### config.mk
export PLATFORM = sky130hd
export DESIGN_NAME = dma_chan_normal
export DESIGN_NICKNAME = d
export VERILOG_FILES = /design/src/rtl/dmac_pkg.sv /design/src/rtl/dmac_addr_step.sv /design/src/rtl/dmac_count_unit.sv /design/src/rtl/dma_chan_normal.sv
export SDC_FILE = /design/constraint.sdc
export NUM_CORES = 1
export LEC_CHECK = 0
export ABC_AREA = 1
export BUFFER_PORTS_ARGS = -buffer_cell sky130_fd_sc_hd__buf_4
export CORE_ASPECT_RATIO = 0.8
export CORE_UTILIZATION = 40
export CTS_CLUSTER_SIZE = 16
export DETAILED_ROUTE_END_ITERATION = 8
export PLACE_DENSITY_LB_ADDON = 0.25
export SLEW_MARGIN = 5
export SYNTH_ARGS = -nofsm -noshare
export SYNTH_HDL_FRONTEND = slang
export SYNTH_HIERARCHICAL = 1
export SYNTH_SLANG_ARGS = --single-unit
export TNS_END_PERCENT = 100
### constraint.sdc
create_clock -name clk -period 9.8 [get_ports clk]
set_input_delay 0 -clock clk [delete_from_list [all_inputs] [get_ports clk]]
set_output_delay 0 -clock clk [all_outputs]
set_load 0.05 [all_outputs]
### src/rtl/dmac_pkg.sv
package dmac_pkg;
  typedef enum logic [1:0] {
    SZ_BYTE = 2'd0,
    SZ_WORD = 2'd1,
    SZ_LONG = 2'd2
  } unit_size_e;

  typedef enum logic [1:0] {
    AM_FIXED = 2'd0,
    AM_INC   = 2'd1,
    AM_DEC   = 2'd2
  } addr_mode_e;

  typedef enum logic [1:0] {
    ST_IDLE,
    ST_WAIT,
    ST_READ,
    ST_XFER
  } chan_state_e;

  function automatic logic [2:0] unit_bytes(input logic [1:0] sz);
    case (sz)
      SZ_BYTE: unit_bytes = 3'd1;
      SZ_WORD: unit_bytes = 3'd2;
      default: unit_bytes = 3'd4;
    endcase
  endfunction
endpackage

### src/rtl/dmac_addr_step.sv
module dmac_addr_step #(
  parameter int AW = 32
) (
  input  logic [AW-1:0] cur,
  input  logic [1:0]    mode,
  input  logic [2:0]    bytes,
  output logic [AW-1:0] nxt
);
  import dmac_pkg::*;

  always_comb begin
    case (mode)
      AM_INC:  nxt = cur + AW'(bytes);
      AM_DEC:  nxt = cur - AW'(bytes);
      default: nxt = cur;
    endcase
  end
endmodule

### src/rtl/dmac_count_unit.sv
module dmac_count_unit #(
  parameter int CW = 32
) (
  input  logic          clk,
  input  logic          rst_n,
  input  logic          load,
  input  logic [CW-1:0] load_val,
  input  logic          dec,
  input  logic [2:0]    bytes,
  output logic          last
);
  localparam int RW = CW + 1;
  localparam logic [RW-1:0] FULL = RW'(1) << CW;

  logic [RW-1:0] rem;
  logic [RW-1:0] step;

  assign step = RW'(bytes);
  assign last = (rem <= step);

  always_ff @(posedge clk or negedge rst_n) begin
    if (!rst_n) begin
      rem <= '0;
    end else if (load) begin
      rem <= (load_val == '0) ? FULL : RW'(load_val);
    end else if (dec) begin
      rem <= (rem > step) ? rem - step : '0;
    end
  end

  // between loads the remaining count only shrinks
  a_r1_no_grow: assert property (@(posedge clk) disable iff (!rst_n)
    !load |=> rem <= $past(rem));
endmodule

### src/rtl/dma_chan_normal.sv
module dma_chan_normal #(
  parameter int AW = 32,
  parameter int DW = 32,
  parameter int CW = 32,
  parameter int BW = 16
) (
  input  logic          clk,
  input  logic          rst_n,
  input  logic          cfg_start,
  input  logic          cfg_dual,
  input  logic          cfg_auto,
  input  logic          cfg_to_mem,
  input  logic [1:0]    cfg_size,
  input  logic [1:0]    cfg_src_mode,
  input  logic [1:0]    cfg_dst_mode,
  input  logic [AW-1:0] cfg_src,
  input  logic [AW-1:0] cfg_dst,
  input  logic [CW-1:0] cfg_count,
  input  logic [BW-1:0] cfg_blk_size,
  input  logic          dreq_n,
  output logic          bus_valid,
  input  logic          bus_ready,
  output logic          bus_write,
  output logic [AW-1:0] bus_addr,
  output logic [1:0]    bus_size,
  output logic [DW-1:0] bus_wdata,
  input  logic [DW-1:0] bus_rdata,
  output logic          dack_n,
  output logic          tend_n,
  output logic          busy,
  output logic          done_flag
);
  import dmac_pkg::*;

  chan_state_e   st;
  logic          dual_q, auto_q, tomem_q;
  logic [1:0]    size_q, smode_q, dmode_q;
  logic [AW-1:0] src_q, dst_q, src_nxt, dst_nxt;
  logic [DW-1:0] data_q;
  logic [2:0]    bytes;
  logic          last, req_hit, load, unit_done;
  logic          blk_size_unused;

  assign blk_size_unused = ^cfg_blk_size;
  assign bytes     = unit_bytes(size_q);
  assign req_hit   = (dual_q && auto_q) ? 1'b1 : !dreq_n;
  assign load      = (st == ST_IDLE) && cfg_start;
  assign unit_done = (st == ST_XFER) && bus_ready;

  dmac_addr_step #(.AW(AW)) u_src_step (
    .cur(src_q), .mode(smode_q), .bytes(bytes), .nxt(src_nxt));
  dmac_addr_step #(.AW(AW)) u_dst_step (
    .cur(dst_q), .mode(dmode_q), .bytes(bytes), .nxt(dst_nxt));

  dmac_count_unit #(.CW(CW)) u_count (
    .clk(clk), .rst_n(rst_n), .load(load), .load_val(cfg_count),
    .dec(unit_done), .bytes(bytes), .last(last));

  always_ff @(posedge clk or negedge rst_n) begin
    if (!rst_n) begin
      st        <= ST_IDLE;
      dual_q    <= 1'b0;
      auto_q    <= 1'b0;
      tomem_q   <= 1'b0;
      size_q    <= '0;
      smode_q   <= '0;
      dmode_q   <= '0;
      src_q     <= '0;
      dst_q     <= '0;
      data_q    <= '0;
      dack_n    <= 1'b1;
      tend_n    <= 1'b1;
      done_flag <= 1'b0;
    end else begin
      case (st)
        ST_IDLE: if (cfg_start) begin
          dual_q    <= cfg_dual;
          auto_q    <= cfg_auto;
          tomem_q   <= cfg_to_mem;
          size_q    <= cfg_size;
          smode_q   <= cfg_src_mode;
          dmode_q   <= cfg_dst_mode;
          src_q     <= cfg_src;
          dst_q     <= cfg_dst;
          done_flag <= 1'b0;
          st        <= ST_WAIT;
        end
        ST_WAIT: if (req_hit) begin
          dack_n <= 1'b0;
          tend_n <= !last;
          st     <= dual_q ? ST_READ : ST_XFER;
        end
        ST_READ: if (bus_ready) begin
          data_q <= bus_rdata;
          st     <= ST_XFER;
        end
        ST_XFER: if (bus_ready) begin
          src_q  <= src_nxt;
          if (dual_q) dst_q <= dst_nxt;
          dack_n <= 1'b1;
          tend_n <= 1'b1;
          if (last) begin
            done_flag <= 1'b1;
            st        <= ST_IDLE;
          end else begin
            st <= ST_WAIT;
          end
        end
        default: st <= ST_IDLE;
      endcase
    end
  end

  assign busy      = (st != ST_IDLE);
  assign bus_valid = (st == ST_READ) || (st == ST_XFER);
  assign bus_write = (st == ST_XFER) && (dual_q || tomem_q);
  assign bus_addr  = ((st == ST_XFER) && dual_q) ? dst_q : src_q;
  assign bus_size  = size_q;
  assign bus_wdata = data_q;

  a_r11_hold_beat: assert property (@(posedge clk) disable iff (!rst_n)
    bus_valid && !bus_ready |=> bus_valid && $stable(bus_addr) &&
      $stable(bus_write) && $stable(bus_size) && $stable(bus_wdata));

  a_r6_dack_covers_beat: assert property (@(posedge clk) disable iff (!rst_n)
    bus_valid |-> !dack_n);

  a_r7_tend_within_dack: assert property (@(posedge clk) disable iff (!rst_n)
    !tend_n |-> !dack_n);

  a_r2_read_then_write: assert property (@(posedge clk) disable iff (!rst_n)
    bus_valid && bus_ready && !bus_write && dual_q |=> bus_valid && bus_write);

  a_r8_end_sets_flag: assert property (@(posedge clk) disable iff (!rst_n)
    $fell(busy) |-> done_flag);
endmodule

# Word level (Yosys, flattened, before mapping)
# Index checks and enable logic that the tools add are counted.
[word_totals]
regBits = 143
latch_bits = 0
mem_bits_rw = 0
mem_bits_ro = 0
inputBits = 158
out_inout_bits = 72
elab_cells = 92
n_memories = 0
[classes]
n_addsub = 5
mul = 0
div_mod_pow = 0
magnitude_cmp = 2
eq_ne = 16
n_shift = 0
n_mux = 32
bitwise = 0
reduce_logical = 23
[ops]
columns = ["operator", "count"]
rows = [
  ["32-bit one-hot mux with 2 select lines", 4],
  ["32-bit 2-to-1 mux", 6],
  ["33-bit 2-to-1 mux", 4],
  ["32-bit by 3-bit adder with 32-bit output", 2],
  ["32-bit by 3-bit subtractor with 32-bit output", 2],
  ["33-bit by 3-bit > comparator with 1-bit output", 1],
  ["33-bit by 3-bit less-or-equal comparator with 1-bit output", 1],
  ["33-bit by 3-bit subtractor with 33-bit output", 1],
  ["32-bit zero test", 1],
  ["2-bit != test (second input constant)", 6],
  ["4-bit AND reduction", 3],
  ["1-bit 2-to-1 mux", 9],
  ["2-bit by 1-bit equality test with 1-bit output (second input constant)", 4],
  ["2-bit equality test (second input constant)", 4],
  ["2-bit 2-to-1 mux", 4],
  ["2-bit one-hot mux with 4 select lines", 1],
  ["2-bit nonzero test", 4],
  ["3-bit by 1-bit != test with 1-bit output (second input constant)", 2],
  ["1-bit one-hot mux with 2 select lines", 3],
  ["3-bit one-hot mux with 2 select lines", 1],
  ["1-bit logical AND", 5],
  ["5-bit AND reduction", 1],
  ["2-bit zero test", 2],
  ["2-bit AND reduction", 2],
  ["3 further kinds", 5],
]

# Longest topological paths before layout
[depth]
word_depth = 7
mapped_depth = 24
mapped_depth_nobuf = 24

# By module
# Netlist, hierarchy kept.
[modules_own_cells]
columns = ["module", "instances", "cells_per_inst", "area_per_inst_um2", "seq_area_each_um2"]
rows = [
  ["dma_chan_normal", 1, 721, 5546.6, 2755.1],
  ["dmac_count_unit", 1, 500, 2981.6, 825.8],
  ["dmac_addr_step (u_src_step)", 1, 608, 2902.8, 0.0],
  ["dmac_addr_step (u_dst_step)", 1, 604, 2859.0, 0.0],
]

# Least setup slack after synthesis
# Ideal clock, no wire load.
[synth_timing]
path_type = "flip-flop to flip-flop"
from = "reg size_q[1] (netlist: bus_size[1])"
to = "reg dst_q[31]"
setup_time_ps = 117
arrival_ps = 3626
required_ps = 9683
slack_ps = 6058
stages_incl_launch_ff = 20
path_buffers = 0
synth_period_minus_slack_ps = 3742
cell_sequence = "dfrtp_1 -> nor2_1 -> o31ai_1 -> ha_1 -> nand2_1 -> inv_1 -> nand2_1 -> nand2_1 -> inv_1 -> nand2_1 -> nand2_1 -> nand2_2 -> nand2_1 -> nand3_1 -> nand3_1 -> nand2_1 -> nand2_1 -> nand2_1 -> nand3_1 -> nand2_1"
[synth_via]
elab_chain_cells = 7
word_cells_on_any_way = 9
cone_classes = "add/sub: 2; eq/ne: 1; mux: 5; reduce/logical: 1"
[synth_lines]
columns = ["element", "line", "rtl"]
rows = [
  ["start, declared", "dma_chan_normal.sv:37", "logic [1:0] size_q, smode_q, dmode_q;"],
  ["start signal, assigned", "dma_chan_normal.sv:80", "size_q <= cfg_size;"],
  ["2-bit by 1-bit equality test with 1-bit output / 2-bit zero test (equally long branches)", "dmac_pkg.sv:22", "case (sz)"],
  ["3-bit one-hot mux with 2 select lines (*)", "dmac_pkg.sv:22", ""],
  ["via bytes[0]", "dma_chan_normal.sv:40", "logic [2:0] bytes;"],
  ["32-bit by 3-bit subtractor with 32-bit output / 32-bit by 3-bit adder with 32-bit output (equally long branches)", "dmac_addr_step.sv:14, dmac_addr_step.sv:13", ""],
  ["32-bit one-hot mux with 2 select lines (*)", "dmac_addr_step.sv:12", "case (mode)"],
  ["via dst_nxt[31]", "dma_chan_normal.sv:38", "logic [AW-1:0] src_q, dst_q, src_nxt, dst_nxt;"],
  ["32-bit 2-to-1 mux (*)", "dma_chan_normal.sv:99", "if (dual_q) dst_q <= dst_nxt;"],
  ["32-bit 2-to-1 mux (*)", "dma_chan_normal.sv:97", "ST_XFER: if (bus_ready) begin"],
  ["32-bit one-hot mux with 2 select lines (*)", "dma_chan_normal.sv:75", "case (st)"],
  ["end signal, assigned", "dma_chan_normal.sv:84", "dst_q <= cfg_dst;"],
  ["end signal, assigned", "dma_chan_normal.sv:99", ""],
  ["end, declared", "dma_chan_normal.sv:38", ""],
]
# The timed path passes the listed nets; every way through them passes the cells marked *. The select of a mux whose other input is x is not followed.
# A chain may end at the register's enable or synchronous reset.

# Worst setup path in the final report
[layout_timing]
from = "reg size_q[1] (netlist: bus_size[1])"
to = "reg dst_q[25]"
# The elaborated chain is that of the path after synthesis.

==> results.md <==
* YS warnings at 6
* Seq. cell area at 3580 um^2
* Synth Area per Inst at 5.87 um^2
* N_diodes at 0
* Dpl cells at 3,063
* Number of flops mapped to enable cells by yosys at 0
* Rel. slew slack at between 20% and 30%
* Clock Latency Late Sink at 0.46 ns
* Most used cell, CP: nand2_1
* Antenna viol nets, final at 0
* TritonCTS clock tree: yes
* Final Cell Area at 18,300 um^2
* Nets at around 3k
* Post-Syn Area at 14,300 um^2
* Initial core utilization at 40.9%
* Post-route insts no fill at 3,233
* HP Class: input port to register
* Multi-input gate area at 9070 um^2
* Max stage delay on crit path at roughly 0.7 ns
* Endpoints failing hold at 0
* Net count of the mapped netlist at between 2k and 3k
* Die footprint at 36,500 um^2
* Min Tclk post-route at 4.33 ns
* FP Rows at 61
* CP max-delay cell: nor2_1
* Iteration-0 DRC Markers at 1,256
* Post-synth top area share at 26.4%
* Initial DRT Pass Iterations at 5
* CTS Buf Count at 17
* Proportion of layout cells with a drive suffix above 1 at 13.2%
* Number of fill cells at roughly 3.6k
* RSZ-0062 raised after global routing: no
* Area after DPL at 16,300 um^2
* Fmax achieved at 0.231 GHz
* Crit-path cells: nor2_1 > inv_1 > ha_1 > ha_1 > o21ai_0 > ha_1 > nand2_1 > nand2_1 > nand2_1 > nand2_1 > nand2_1 > nand3_1 > nand2_1 > nand3_1 > nand2_1 > nand3_1 > nand2_1 > nand2_1 > nand2_1 > nand3_1 > nand2_1
* Final Setup Violations at 0
* WP data required at approximately 10 ns
* Initial antenna violation count at 0
* Final Skew at 0.0119 ns
* Die height at 171 um
* Maximum fanout along the worst path at 9
* Die W at 213 um
* Critical path buffer and inverter count at 1
* WP data arrival at roughly 4.7 ns
* Input/output buffers at around 210
* # Post-CTS Setup Buffers at 0
* Core area at approximately 35,000 um^2
* Worst setup EP type: register
* GRT Util Overall at 26.9%
* Outcome: finished, final reports clean
* First-pass GRT wire length at roughly 77 mm
* Ys async rst share at between 90% and 100%
* Ys flop type: dfrtp_1
* Largest net degree at the start of global routing at between 80 and 90
* Crit Path Category: register to register
* Sequential fraction of the synthesis area at 25.1%
* Most frequent cells in the layout: nand2_1, inv_1, nor2_1, buf_4, nand3_1
* CTS Sinks at 143
* Clk pin slew, worst setup/hold paths at roughly 0.070 ns
* Vias in the first global route at 14.8k
* Syn Inst Count at 2,433
* Post-Route WL at 48.5 mm
* Post-synthesis register bit count at between 100 and 150
* Largest delay share family, worst path: simple AND/OR/NAND/NOR gates
* Final Max Tran Viols at 0
* WL/cell at 15.0 um
* HPWL after DPL at 36.1 mm
* Most common cell after layout, fill and taps aside: nand2_1
* H-tree Lvls at 4
* Syn-to-layout area delta at 27.9%
* Clk root buf: clkbuf_16
* Total grt overflow at 0
* Synth top area cells: nand2_1, dfrtp_1, inv_1
* Synth area leader: nand2_1
* Synth cell types at 38
* Maxcap violations at 0
* Post-layout util at 52.3%
* CTS max path bufs at 2
* Vias after detailed routing at 15.9k
* Slew @ Worst Pin at 1.20 ns
* DR vias/cell at 4.92
* # DRC at 0
* Gpl congestion at 0.962
* Nature of the critical path startpoint: register
* Period utilization at ~44%
* Fin Setup TNS at 0 ns
* IO Pins at 230
## cells in the mapped netlist, types with 2 or more instances
cell type	count
nand2_1	1004
inv_1	335
nor2_1	249
nand3_1	148
dfrtp_1	141
a21oi_1	122
ha_1	84
o21ai_0	66
nand4_1	38
buf_2	35
mux2_2	32
clkbuf_1	28
xnor2_1	21
nand2_2	18
o21ai_1	13
inv_2	11
nor3_1	10
nand3_2	8
or2_2	8
nand3b_1	7
nor2_2	7
nor2_4	7
o21bai_1	7
buf_4	6
xor2_1	6
clkinv_1	4
fa_1	3
a21o_1	2
dfstp_2	2
nand3_4	2
o31ai_1	2
## worst paths after layout
| path | start | endpoint | slack, ns | cells past startpoint |
|---|---|---|---|---|
| min | cfg_count[28] | u_count/rem[28] | 0.02 | 5 |
| min in group asynchronous | rst_n | u_count/rem[8] | 0.20 | 2 |
| max reg2reg | bus_size[1] | dst_q[25] | 5.47 | 21 |
| max | bus_size[1] | dst_q[25] | 5.47 | 21 |
| min reg2reg | auto_q | auto_q | 0.49 | 2 |
| max in group asynchronous | rst_n | src_q[17] | 8.21 | 3 |
## routing by layer
layer | track usage [%] | wire length (um)
met1 | 38.1 | 23500
met2 | 41.4 | 21000
met3 | 4.88 | 2940
met4 | 8.23 | 1060
met5 | 0 | 0
## repair_timing
action	CTS	global route
endpoints found under the hold margin	222	0
hold buffers	138	0
resized for setup	0	0
## kinds of logic (layout without fill, tap and decap cells)
group	Yosys count	in the layout	synth area share [%]
simple gates	1508	1508	43.5
buf+inv	420	748	11.5
compound gates	216	216	7.91
flops	143	143	25.1
fa+ha+maj	87	87	7.78
mux	32	32	2.52
xor+xnor	27	27	1.65
## sequential cells by signal, indices dropped and copies added (netlist names)
register	flops
bus_wdata	32
st	2
tomem_q	1
u_count/rem	33
dst_q	32
bus_size	2
auto_q	1
dual_q	1
smode_q	2
dmode_q	2
src_q	32
done_flag	1
tend_n	1
dack_n	1
## area by class of cell
cell class / instances / area share, %
Tap cell: 472 / 3.23
Sequential cell: 143 / 19.6
Inverter: 350 / 7.19
Clock inverter: 15 / 1.06
Clock buffer: 17 / 2.33
Multi-Input combinational cell: 1870 / 49.7
Timing Repair Buffer: 366 / 16.9
## worst reg2reg max path, delay by kind of cell, from the launching register on
kind	cells	cell delay, ns
adder cells (fa/ha/maj)	3	0.94
flip-flops	1	0.56
buffers and inverters	1	0.12
AND/OR/NAND/NOR	16	2.08
AO/OA/AOI/OAI	1	0.58
## per-stage QoR
step | setup WS (ns) | hold slack (ns)
after floorplan | 6.06 | -0.296
after global routing | 5.12 | 0.0238
after CTS | 5.51 | 0.00788
after global placement | 5.60 | 0.149
final | 5.47 | 0.0194
after detailed placement | 5.53 | 0.158
Power is left out: the tool's default activity adds up to more than one toggle a clock period on the data nets, which glitch-free logic cannot reach.
